==> src/rtl/sp_pipe_pkg.sv <==
package sp_pipe_pkg;
  localparam int ILEN = 16;
  localparam int NREG = 8;
  localparam int RIDX = $clog2(NREG);
  localparam int IMMW = 6;
  localparam int NSTAGE_REG = 4;

  typedef logic [ILEN-1:0] word_t;
  typedef logic [RIDX-1:0] ridx_t;
  typedef enum logic [2:0] {K_NOP, K_ADD, K_ADDI, K_LOAD, K_STORE} kind_e;

  function automatic kind_e decode_kind(input word_t ir);
    case (ir[15:12])
      4'd1:    return K_ADD;
      4'd2:    return K_ADDI;
      4'd3:    return K_LOAD;
      4'd4:    return K_STORE;
      default: return K_NOP;
    endcase
  endfunction

  function automatic logic kind_writes(input kind_e k);
    return k inside {K_ADD, K_ADDI, K_LOAD};
  endfunction

  function automatic logic kind_mem(input kind_e k);
    return k inside {K_LOAD, K_STORE};
  endfunction

  function automatic word_t second_operand(input kind_e k, input word_t rs2v,
                                           input logic [IMMW-1:0] imm);
    return (k == K_ADD) ? rs2v : {{(ILEN-IMMW){1'b0}}, imm};
  endfunction

  function automatic word_t ex_sum(input word_t a, input word_t b);
    return a + b;
  endfunction
endpackage

==> src/rtl/sp_regfile.sv <==
module sp_regfile import sp_pipe_pkg::*; #(
  parameter int NRD = 3
)(
  input  logic              clk,
  input  logic              rst_n,
  input  logic              we,
  input  ridx_t             wa,
  input  word_t             wd,
  input  ridx_t [NRD-1:0]   ra,
  output word_t [NRD-1:0]   rdat
);
  word_t regs [NREG];

  always_ff @(posedge clk or negedge rst_n) begin
    if (!rst_n) begin
      for (int i = 0; i < NREG; i++) regs[i] <= '0;
    end else if (we && wa != '0) begin
      regs[wa] <= wd;
    end
  end

  // read ports: register 0 is zero; a same-cycle write is passed straight through
  for (genvar g = 0; g < NRD; g++) begin : g_rd
    assign rdat[g] = (ra[g] == '0)              ? '0 :
                     (we && wa == ra[g])        ? wd : regs[ra[g]];
  end
endmodule

==> src/rtl/sp_port_arb.sv <==
module sp_port_arb #(
  parameter int AW = 8
)(
  input  logic          data_req,
  input  logic          data_wr,
  input  logic [AW-1:0] data_addr,
  input  logic [AW-1:0] fetch_addr,
  output logic [AW-1:0] port_addr,
  output logic          port_wen,
  output logic          fetch_go,
  output logic          fetch_stall
);
  // data access in the memory stage always wins the port
  always_comb begin
    fetch_stall = data_req;
    fetch_go    = !data_req;
    port_addr   = data_req ? data_addr : fetch_addr;
    port_wen    = data_req && data_wr;
  end
endmodule

==> src/rtl/sp_perf_cnt.sv <==
module sp_perf_cnt #(
  parameter int CW = 16
)(
  input  logic          clk,
  input  logic          rst_n,
  input  logic          retire,
  output logic [CW-1:0] cycles,
  output logic [CW-1:0] retired
);
  always_ff @(posedge clk or negedge rst_n) begin
    if (!rst_n) begin
      cycles  <= '0;
      retired <= '0;
    end else begin
      cycles <= cycles + CW'(1);
      if (retire) retired <= retired + CW'(1);
    end
  end

  AST_CYCLE_STEP: assert property (@(posedge clk) disable iff (!rst_n)
    1'b1 |=> cycles == $past(cycles) + CW'(1));
endmodule

==> src/rtl/sp_pipe_top.sv <==
module sp_pipe_top import sp_pipe_pkg::*; #(
  parameter int AW        = 8,
  parameter int BOOT_ADDR = 128,
  parameter int CW        = 16
)(
  input  logic                  clk,
  input  logic                  rst_n,
  output logic [AW-1:0]         mem_addr,
  output logic                  mem_wen,
  output logic [ILEN-1:0]       mem_wdata,
  input  logic [ILEN-1:0]       mem_rdata,
  output logic                  fetch_stall,
  output logic [NSTAGE_REG-1:0] stage_vld,
  output logic                  wb_en,
  output logic [RIDX-1:0]       wb_rd,
  output logic [ILEN-1:0]       wb_data,
  output logic [CW-1:0]         cycle_cnt,
  output logic [CW-1:0]         retire_cnt
);
  localparam logic [AW-1:0] BOOT_PC = AW'(BOOT_ADDR);

  logic [AW-1:0] pc;
  logic  ifid_vld;  word_t ifid_ir;
  logic  idex_vld;  kind_e idex_kind;  ridx_t idex_rd;  word_t idex_a, idex_b, idex_sd;
  logic  exmem_vld; kind_e exmem_kind; ridx_t exmem_rd; word_t exmem_res, exmem_sd;
  logic  memwb_vld; kind_e memwb_kind; ridx_t memwb_rd; word_t memwb_val;

  // named internal events
  logic          fetch_go;
  logic          data_req;
  kind_e         id_kind;
  ridx_t [2:0]   id_ra;
  word_t [2:0]   id_rv;

  assign id_kind = decode_kind(ifid_ir);
  assign id_ra   = {ifid_ir[11:9], ifid_ir[5:3], ifid_ir[8:6]}; // [2] store src, [1] rs2, [0] rs1
  assign data_req = exmem_vld && kind_mem(exmem_kind);

  assign wb_en   = memwb_vld && kind_writes(memwb_kind) && memwb_rd != '0;
  assign wb_rd   = memwb_rd;
  assign wb_data = memwb_val;
  assign mem_wdata = exmem_sd;
  assign stage_vld = {memwb_vld, exmem_vld, idex_vld, ifid_vld};

  sp_regfile #(.NRD(3)) u_rf (
    .clk(clk), .rst_n(rst_n), .we(wb_en), .wa(memwb_rd), .wd(memwb_val),
    .ra(id_ra), .rdat(id_rv)
  );

  sp_port_arb #(.AW(AW)) u_arb (
    .data_req(data_req), .data_wr(exmem_kind == K_STORE),
    .data_addr(exmem_res[AW-1:0]), .fetch_addr(pc),
    .port_addr(mem_addr), .port_wen(mem_wen),
    .fetch_go(fetch_go), .fetch_stall(fetch_stall)
  );

  sp_perf_cnt #(.CW(CW)) u_cnt (
    .clk(clk), .rst_n(rst_n), .retire(memwb_vld),
    .cycles(cycle_cnt), .retired(retire_cnt)
  );

  // fetch: holds on a stall
  always_ff @(posedge clk or negedge rst_n) begin
    if (!rst_n) begin
      pc <= BOOT_PC; ifid_vld <= 1'b0; ifid_ir <= '0;
    end else if (fetch_go) begin
      pc <= pc + AW'(1); ifid_vld <= 1'b1; ifid_ir <= mem_rdata;
    end
  end

  // decode -> execute: bubble when fetch is stalled
  always_ff @(posedge clk or negedge rst_n) begin
    if (!rst_n) begin
      idex_vld <= 1'b0; idex_kind <= K_NOP; idex_rd <= '0;
      idex_a <= '0; idex_b <= '0; idex_sd <= '0;
    end else begin
      idex_vld  <= ifid_vld && fetch_go;
      idex_kind <= id_kind;
      idex_rd   <= ifid_ir[11:9];
      idex_a    <= id_rv[0];
      idex_b    <= second_operand(id_kind, id_rv[1], ifid_ir[IMMW-1:0]);
      idex_sd   <= id_rv[2];
    end
  end

  // execute -> memory
  always_ff @(posedge clk or negedge rst_n) begin
    if (!rst_n) begin
      exmem_vld <= 1'b0; exmem_kind <= K_NOP; exmem_rd <= '0;
      exmem_res <= '0; exmem_sd <= '0;
    end else begin
      exmem_vld  <= idex_vld;
      exmem_kind <= idex_kind;
      exmem_rd   <= idex_rd;
      exmem_res  <= ex_sum(idex_a, idex_b);
      exmem_sd   <= idex_sd;
    end
  end

  // memory -> write-back
  always_ff @(posedge clk or negedge rst_n) begin
    if (!rst_n) begin
      memwb_vld <= 1'b0; memwb_kind <= K_NOP; memwb_rd <= '0; memwb_val <= '0;
    end else begin
      memwb_vld  <= exmem_vld;
      memwb_kind <= exmem_kind;
      memwb_rd   <= exmem_rd;
      memwb_val  <= (exmem_kind == K_LOAD) ? mem_rdata : exmem_res;
    end
  end

  AST_PC_HOLD: assert property (@(posedge clk) disable iff (!rst_n)
    fetch_stall |=> pc == $past(pc));
  AST_IFID_HOLD: assert property (@(posedge clk) disable iff (!rst_n)
    fetch_stall |=> (ifid_ir == $past(ifid_ir)) && (ifid_vld == $past(ifid_vld)));
  AST_BUBBLE_INJECT: assert property (@(posedge clk) disable iff (!rst_n)
    fetch_stall |=> !idex_vld);
  AST_STALL_FOLLOWS_MEMOP: assert property (@(posedge clk) disable iff (!rst_n)
    (idex_vld && kind_mem(idex_kind)) |=> fetch_stall);
  AST_SINGLE_STALL: assert property (@(posedge clk) disable iff (!rst_n)
    (fetch_stall && !(idex_vld && kind_mem(idex_kind))) |=> !fetch_stall);
  AST_WEN_NEEDS_STORE: assert property (@(posedge clk) disable iff (!rst_n)
    mem_wen |-> (exmem_vld && exmem_kind == K_STORE));
  AST_RETIRE_IDLE: assert property (@(posedge clk) disable iff (!rst_n)
    !memwb_vld |=> $stable(retire_cnt));
endmodule

==> config.mk <==
export PLATFORM = sky130hd
export DESIGN_NAME = sp_pipe_top
export DESIGN_NICKNAME = d
export VERILOG_FILES = /design/src/rtl/sp_pipe_pkg.sv /design/src/rtl/sp_regfile.sv /design/src/rtl/sp_port_arb.sv /design/src/rtl/sp_perf_cnt.sv /design/src/rtl/sp_pipe_top.sv
export SDC_FILE = /design/constraint.sdc
export NUM_CORES = 1
export LEC_CHECK = 0
export BUFFER_PORTS_ARGS = -buffer_cell sky130_fd_sc_hd__buf_2
export CAP_MARGIN = 20
export CORE_MARGIN = 10
export CORE_UTILIZATION = 30
export CTS_BUF_LIST = sky130_fd_sc_hd__clkbuf_16
export DETAILED_ROUTE_END_ITERATION = 7
export PLACE_DENSITY_LB_ADDON = 0.05
export SLEW_MARGIN = 20
export SYNTH_ARGS = -nofsm -noshare
export SYNTH_HDL_FRONTEND = slang
export SYNTH_HIERARCHICAL = 1
export SYNTH_SLANG_ARGS = --single-unit
export TNS_END_PERCENT = 1
==> constraint.sdc <==
create_clock -name clk -period 2.65 [get_ports clk]
set_input_delay 0.1325 -clock clk [delete_from_list [all_inputs] [get_ports clk]]
set_output_delay 0.1325 -clock clk [all_outputs]
set_load 0.01 [all_outputs]
==> impl_metrics.tcl, run 1 <==
set metrics [dict create \
    seq_area_frac_synth_pct 50.66 \
    grt_pass1_vias 10590 \
    antenna_found_initial 0 \
    synth_top_family_by_area "multiplexers" \
    yosys_warnings 6 \
    slew_viol_final 0 \
    fin_setup_tns_ns 0 \
    synth_mux_area_share_pct 26.21 \
    synth-simple-area-share_pct 8.050 \
    antenna_left 0 \
    place_congestion 0.7909 \
    end_kind "flop" \
    post-synth-top-count-cell "dfrtp_1" \
    synthAdderAreaFrac_pct 1.644 \
    dpl_worst_slack_ns 0.3931 \
    cpPeakStageDelay_ns 0.70 \
    finalCriticalPeriod_ns 2.303 \
    synth_compound_area_share_pct 6.314 \
    cp-startpoint "ifid_ir[9]$_DFFE_PN0P_" \
    cpLargestDelayFamily "simple AND/OR/NAND/NOR gates" \
    r2r-end "idex_sd[15]$_DFF_PN0_" \
    power-per-cell-area_nw_per_um2 852.1 \
    synth_fp_nets 1195 \
    detail_route.wl_per_cell_um 24.25 \
    synth_cell_types 64 \
    cts_tree "done" \
    hpwlAfterDp_um 32320 \
    insertion_delay_ns 0.55 \
    cts_sinks 302 \
    synth_area_leader_cell "dfrtp_1" \
    root_buffer "clkbuf_16" \
    max_freq_mhz 434.2 \
    first_iter_violations 581 \
    via_count 10000 \
    vdd_ir_drop_max_mv 0.3980 \
    hold_viol 0 \
    placementRows 81 \
    ys_ff_latch 302 \
    synth_edf_count 0 \
    dpl_cell_area_um2 16390 \
    die_h_um 243.0 \
    clk_pin_slew_worst_paths_ns 0.06 \
    ios 100 \
    period_share_pct 86.90 \
    die-width_um 243.0 \
    r2r-start "ifid_ir[9]$_DFFE_PN0P_" \
    finalSetupViolations 0 \
    cts_buffer_depth 3 \
    crit_slowest_cell "dfrtp_1" \
    finalClockSkew_ns 0.01443 \
    slew_headroom_pct 52.07 \
    leakage_nw 8.221 \
    worst_pin_slew_ns 0.7150 \
    drive_gt1_share_pct 35.34 \
    routed_wl_um 47520 \
    critPathKind "reg2reg" \
    post-place-cells 1876 \
    synth_top_area_share_pct 50.48 \
    cts_resized 0 \
    ys.flop_type "dfrtp_1" \
    final_nets 1306 \
    die-area_um2 59060 \
    rsz0062_at_grt "no" \
    drv_cap 0 \
    regMostFlops "u_rf/regs" \
    power.total_mw 15.17 \
    grt.total_usage_pct 16.05 \
    path_cells "xor2_2, nor4b_4, buf_4, a211oi_1, nor3_1" \
    initial_core_util_pct 30.42 \
    numCtsBuffers 38 \
    syn_area_um2 14920 \
    stdcell_count 1960 \
    drtPass1Iterations 5 \
    synth_cells 1158 \
    rrSetupSlack_ns 0.35 \
    synth_commonest_cells "dfrtp_1, mux2_2, mux2i_1" \
    synth.area.top_cells "dfrtp_1, mux2_2, mux4_2" \
    critPathLaunchType "flop" \
    crit_required_ns 3.02 \
    fp.coreArea_um2 49050 \
    ff2ff_path_depth 5 \
    critPathArrivalTime_ns 2.68 \
    largest_reg_flops 128 \
    status "completed" \
    synth_xor_area_share_pct 3.396 \
    grt_pass1_wl_um 71880 \
    critPathBufInv 1 \
    utilization_pct 36.30 \
    grt.overflow.total 0 \
    antenna_cells 0 \
    hold_ws_ns 0.1728 \
    via_per_inst 5.104 \
    grt_max_degree 74 \
    avgSynthCellArea_um2 12.88 \
    h-tree-depth 2 \
    fin_area_um2 17800 \
    crit_fanout 15 \
    async_flop_share_pct 100.0 \
    hold_class "in2async" \
    setup_ws_ns 0.3471 \
    areaGrowthSynthToFinish_pct 19.33 \
    drc 0 \
    port_buffers 99 \
]
==> layout make-up <==
type / count / area [µm²]
clock buffers: 41 / 1026
repair buffers: 180 / 1294
multi-input cells: 740 / 6848
flip-flops and latches: 302 / 7562
fillers: 4850 / 31250
clock inverters: 26 / 217.7
well taps: 664 / 830.8
inverters: 7 / 26.28
==> cell usage in the layout, fill, tap and decap left out, drive strengths merged, types with 3 or more instances in the layout <==
| cell type | Yosys | final |
|---|---|---|
| dfrtp | 301 | 301 |
| buf | 72 | 163 |
| mux2 | 160 | 160 |
| mux2i | 93 | 93 |
| nor2 | 65 | 65 |
| nor3 | 53 | 53 |
| mux4 | 51 | 51 |
| o22ai | 48 | 48 |
| a211oi | 47 | 47 |
| clkbuf | 37 | 41 |
| xnor2 | 32 | 32 |
| xor2 | 25 | 25 |
| nand2 | 24 | 24 |
| a21oi | 18 | 18 |
| ha | 18 | 18 |
| inv | 7 | 17 |
| dlygate4sd3 | 0 | 17 |
| nand3 | 16 | 16 |
| and2 | 12 | 12 |
| clkinv | 0 | 11 |
| and3 | 10 | 10 |
| nand4 | 10 | 10 |
| o21ai | 8 | 8 |
| a31oi | 4 | 4 |
| nand2b | 4 | 4 |
| or2 | 4 | 4 |
| bufinv | 0 | 4 |
| o31ai | 3 | 3 |
| nand4b | 3 | 3 |
| nor4 | 3 | 3 |
| and4 | 3 | 3 |
| nor4b | 3 | 3 |
==> how the worst max path moves through the flow <==
stage | slack, ns | to | cells after the start
final | 0.35 | idex_sd[15]$_DFF_PN0_ | 5
after detailed placement | 0.39 | exmem_res[10]$_DFF_PN0_ | 7
after global routing | 0.25 | exmem_res[10]$_DFF_PN0_ | 7
after floorplan | 0.10 | u_rf/regs[81]$_DFFE_PN0P_ | 7
after CTS | 0.38 | exmem_res[10]$_DFF_PN0_ | 7
after global placement | 0.43 | idex_sd[15]$_DFF_PN0_ | 5
==> where the power goes <==
part | switching [mW] | total, mW | internal (mW)
logic | 1.57 | 3.35 | 1.78
clock network | 2.02 | 5.18 | 3.16
registers | 1.10 | 6.64 | 5.53
total | 4.70 | 15.2 | 10.5
==> logic make-up after synthesis <==
family / count (synthesis)
mux: 304
simple gates: 220
compound gates: 140
xor+xnor: 57
buf+inv: 116
flops: 302
fa+ha+maj: 19
==> layer usage <==
| layer | track usage [%] | vias up | share of wire, % | wire (µm) |
|---|---|---|---|---|
| met1 | 20.97 | 5231 | 45 | 21350 |
| met5 | 0 | - | 0 | 0 |
| met3 | 2.482 | 57 | 3.8 | 1803 |
| li1 | - | 4492 | - | - |
| met4 | 5.054 | 0 | 2.3 | 1084 |
| met2 | 26.78 | 223 | 49 | 23290 |
==> timing repair <==
item,4_1_cts,5_1_grt
hold buffers,17,0
setup buffers,0,0
hold endpoints to repair,99,0
Power figures use the tool's default switching activity.
==> run 2, diff against run 1 <==
--- a/config.mk
+++ b/config.mk
@@ -12,6 +12,7 @@
 export CTS_BUF_LIST = sky130_fd_sc_hd__clkbuf_16
 export DETAILED_ROUTE_END_ITERATION = 7
 export PLACE_DENSITY_LB_ADDON = 0.05
+export REMOVE_ABC_BUFFERS = 1
 export SLEW_MARGIN = 20
 export SYNTH_ARGS = -nofsm -noshare
 export SYNTH_HDL_FRONTEND = slang
==> impl_metrics.tcl, run 2 (synthesis gave the netlist of run 1 again) <==
set metrics [dict create \
    p_seq_share_pct 43.7 \
    place_congestion 0.8173 \
    status "completed" \
    clk_pin_slew_worst_paths_ns 0.06 \
    cpPeakStageDelay_ns 0.46 \
    cts_tree "done" \
    die-width_um 243.0 \
    numCtsBuffers 38 \
    power.total_mw 15.10 \
    critPathLaunchType "flop" \
    final_cell_mix "dfrtp_1, mux2_2, buf_2" \
    grt.overflow.total 0 \
    crit_required_ns 3.04 \
    h-tree-depth 2 \
    hold_class "in2async" \
    cp.depth 6 \
    p_clk_share_pct 34.3 \
    insertion_delay_ns 0.56 \
    cts_buffer_depth 3 \
    critPathKind "reg2reg" \
    r2r-end "exmem_res[9]$_DFF_PN0_" \
    areaGrowthSynthToFinish_pct 19.37 \
    endpoint "exmem_res[9]$_DFF_PN0_" \
    finalCriticalPeriod_ns 2.239 \
    slew_headroom_pct 53.73 \
    die-area_um2 59060 \
    drive_gt1_share_pct 35.16 \
    critPathArrivalTime_ns 2.63 \
    crit_fanout 4 \
    final_nets 1306 \
    cts_setup_buffers 0 \
    placementRows 81 \
    rrSetupSlack_ns 0.41 \
    leakage_nw 8.204 \
    cts_sinks 302 \
    largest_reg_flops 128 \
    setup_ws_ns 0.4112 \
    port_buffers 99 \
    worst_pin_slew_ns 0.6941 \
    root_buffer "clkbuf_16" \
    via_count 9858 \
    grt_pass1_wl_um 73190 \
    ff2ff_path_depth 6 \
    drv_cap 0 \
    regMostFlops "u_rf/regs" \
    use_met1_pct 21.65 \
    cpLargestDelayFamily "compound AO/OA/AOI/OAI gates" \
    r2r-start "idex_a[2]$_DFF_PN0_" \
    finalSetupViolations 0 \
    finalClockSkew_ns 0.02348 \
    rsz0062_at_grt "no" \
    critPathBufInv 0 \
    max_freq_mhz 446.7 \
    hold_ws_ns 0.1072 \
    cp-startpoint "idex_a[2]$_DFF_PN0_" \
    use_met2_pct 27.27 \
    crit_slowest_cell "or4b_1" \
    antenna_found_initial 1 \
    ios 100 \
    die_h_um 243.0 \
    period_share_pct 84.48 \
    dpl_worst_slack_ns 0.4496 \
    grt_use_met3_pct 2.822 \
    fp.coreArea_um2 49050 \
    via_per_inst 5.035 \
    detail_route.wl_per_cell_um 25.05 \
    slew_viol_final 0 \
    antenna_left 0 \
    grt_busiest_layer "met2" \
    end_kind "flop" \
    first_iter_violations 500 \
    grt.total_usage_pct 16.45 \
    drtPass1Iterations 4 \
    path_cells "ha_1, a21oi_1, a211oi_1, o21ai_0, or4b_1, o311ai_0" \
    combinationalPowerShare_pct 22.0 \
    vdd_ir_drop_max_mv 0.3448 \
    drc 0 \
    initial_core_util_pct 30.42 \
    routed_wl_um 49050 \
    hpwlAfterDp_um 32530 \
    netSwitchingFraction_pct 30.99 \
    grt_max_degree 90 \
    power-per-cell-area_nw_per_um2 847.8 \
    hold_viol 0 \
    p_int_mw 10.42 \
    antenna_cells 0 \
    power.switching_mw 4.680 \
    grt_pass1_vias 10590 \
    layout_commonest_cell "dfrtp_1" \
]
-- run 2: changes by cell type in the layout (fill, tap and decap cells not counted) --
cell        delta
clkinv_2       -2
clkinv_1       +6
nor3_4         +1
inv_6          +1
inv_1          -5
clkinvlp_4     -1
buf_12         +2
clkbuf_16      -2
buf_4          -2
nor3_2         -1
bufinv_16      +1
-- run 2: power by group through the flow --
stage / Clock, mW / Combinational, mW / Sequential, mW
after floorplan: 0 / 2.07 / 6.43
after global placement: 0 / 3.35 / 6.67
after detailed placement: 0 / 3.35 / 6.68
after CTS: 5.39 / 3.39 / 6.61
after global routing: 5.56 / 3.64 / 6.76
final: 5.18 / 3.32 / 6.60
-- run 2: per-layer routing --
layer	vias to the layer above	wire, µm
met4	0	1214
met3	67	1735
met2	207	23370
met5	-	0
li1	4489	-
met1	5095	22730
-- run 2: through the flow --
| stage | util [%] | std cells | cell area (µm²) | TNS [ns] |
|---|---|---|---|---|
| 4_1_cts | 36.31 | 1958 | 17810 | 0 |
| 3_3_place_gp | 33.48 | 1876 | 16420 | 0 |
| 3_5_place_dp | 33.48 | 1876 | 16420 | 0 |
| 5_1_grt | 36.31 | 1958 | 17810 | 0 |
| 2_1_floorplan | - | 1049 | 14390 | -164.06 |
| 6_report | 36.31 | 1958 | 17810 | 0 |
-- run 2: cell type report --
type	count	area, µm²
clock inverters	26	242.7
clock buffers	39	975.9
repair buffers	180	1319
fillers	4867	31240
inverters	7	26.28
flip-flops and latches	302	7562
well taps	664	830.8
multi-input cells	740	6854
-- run 2: worst min path at each step --
stage	to	cells after the start
2_1_floorplan	exmem_kind[0]$_DFF_PN0_	0
3_5_place_dp	u_cnt/cycles[7]$_DFF_PN0_	1
3_3_place_gp	u_cnt/cycles[8]$_DFF_PN0_	1
4_1_cts	idex_sd[13]$_DFF_PN0_	2
6_report	u_cnt/cycles[7]$_DFF_PN0_	2
5_1_grt	u_cnt/cycles[7]$_DFF_PN0_	2
-- run 2: what timing repair did --
action | CTS | global route
hold buffers | 17 | 0
hold endpoints to repair | 249 | 0
resized for setup | 0 | 0
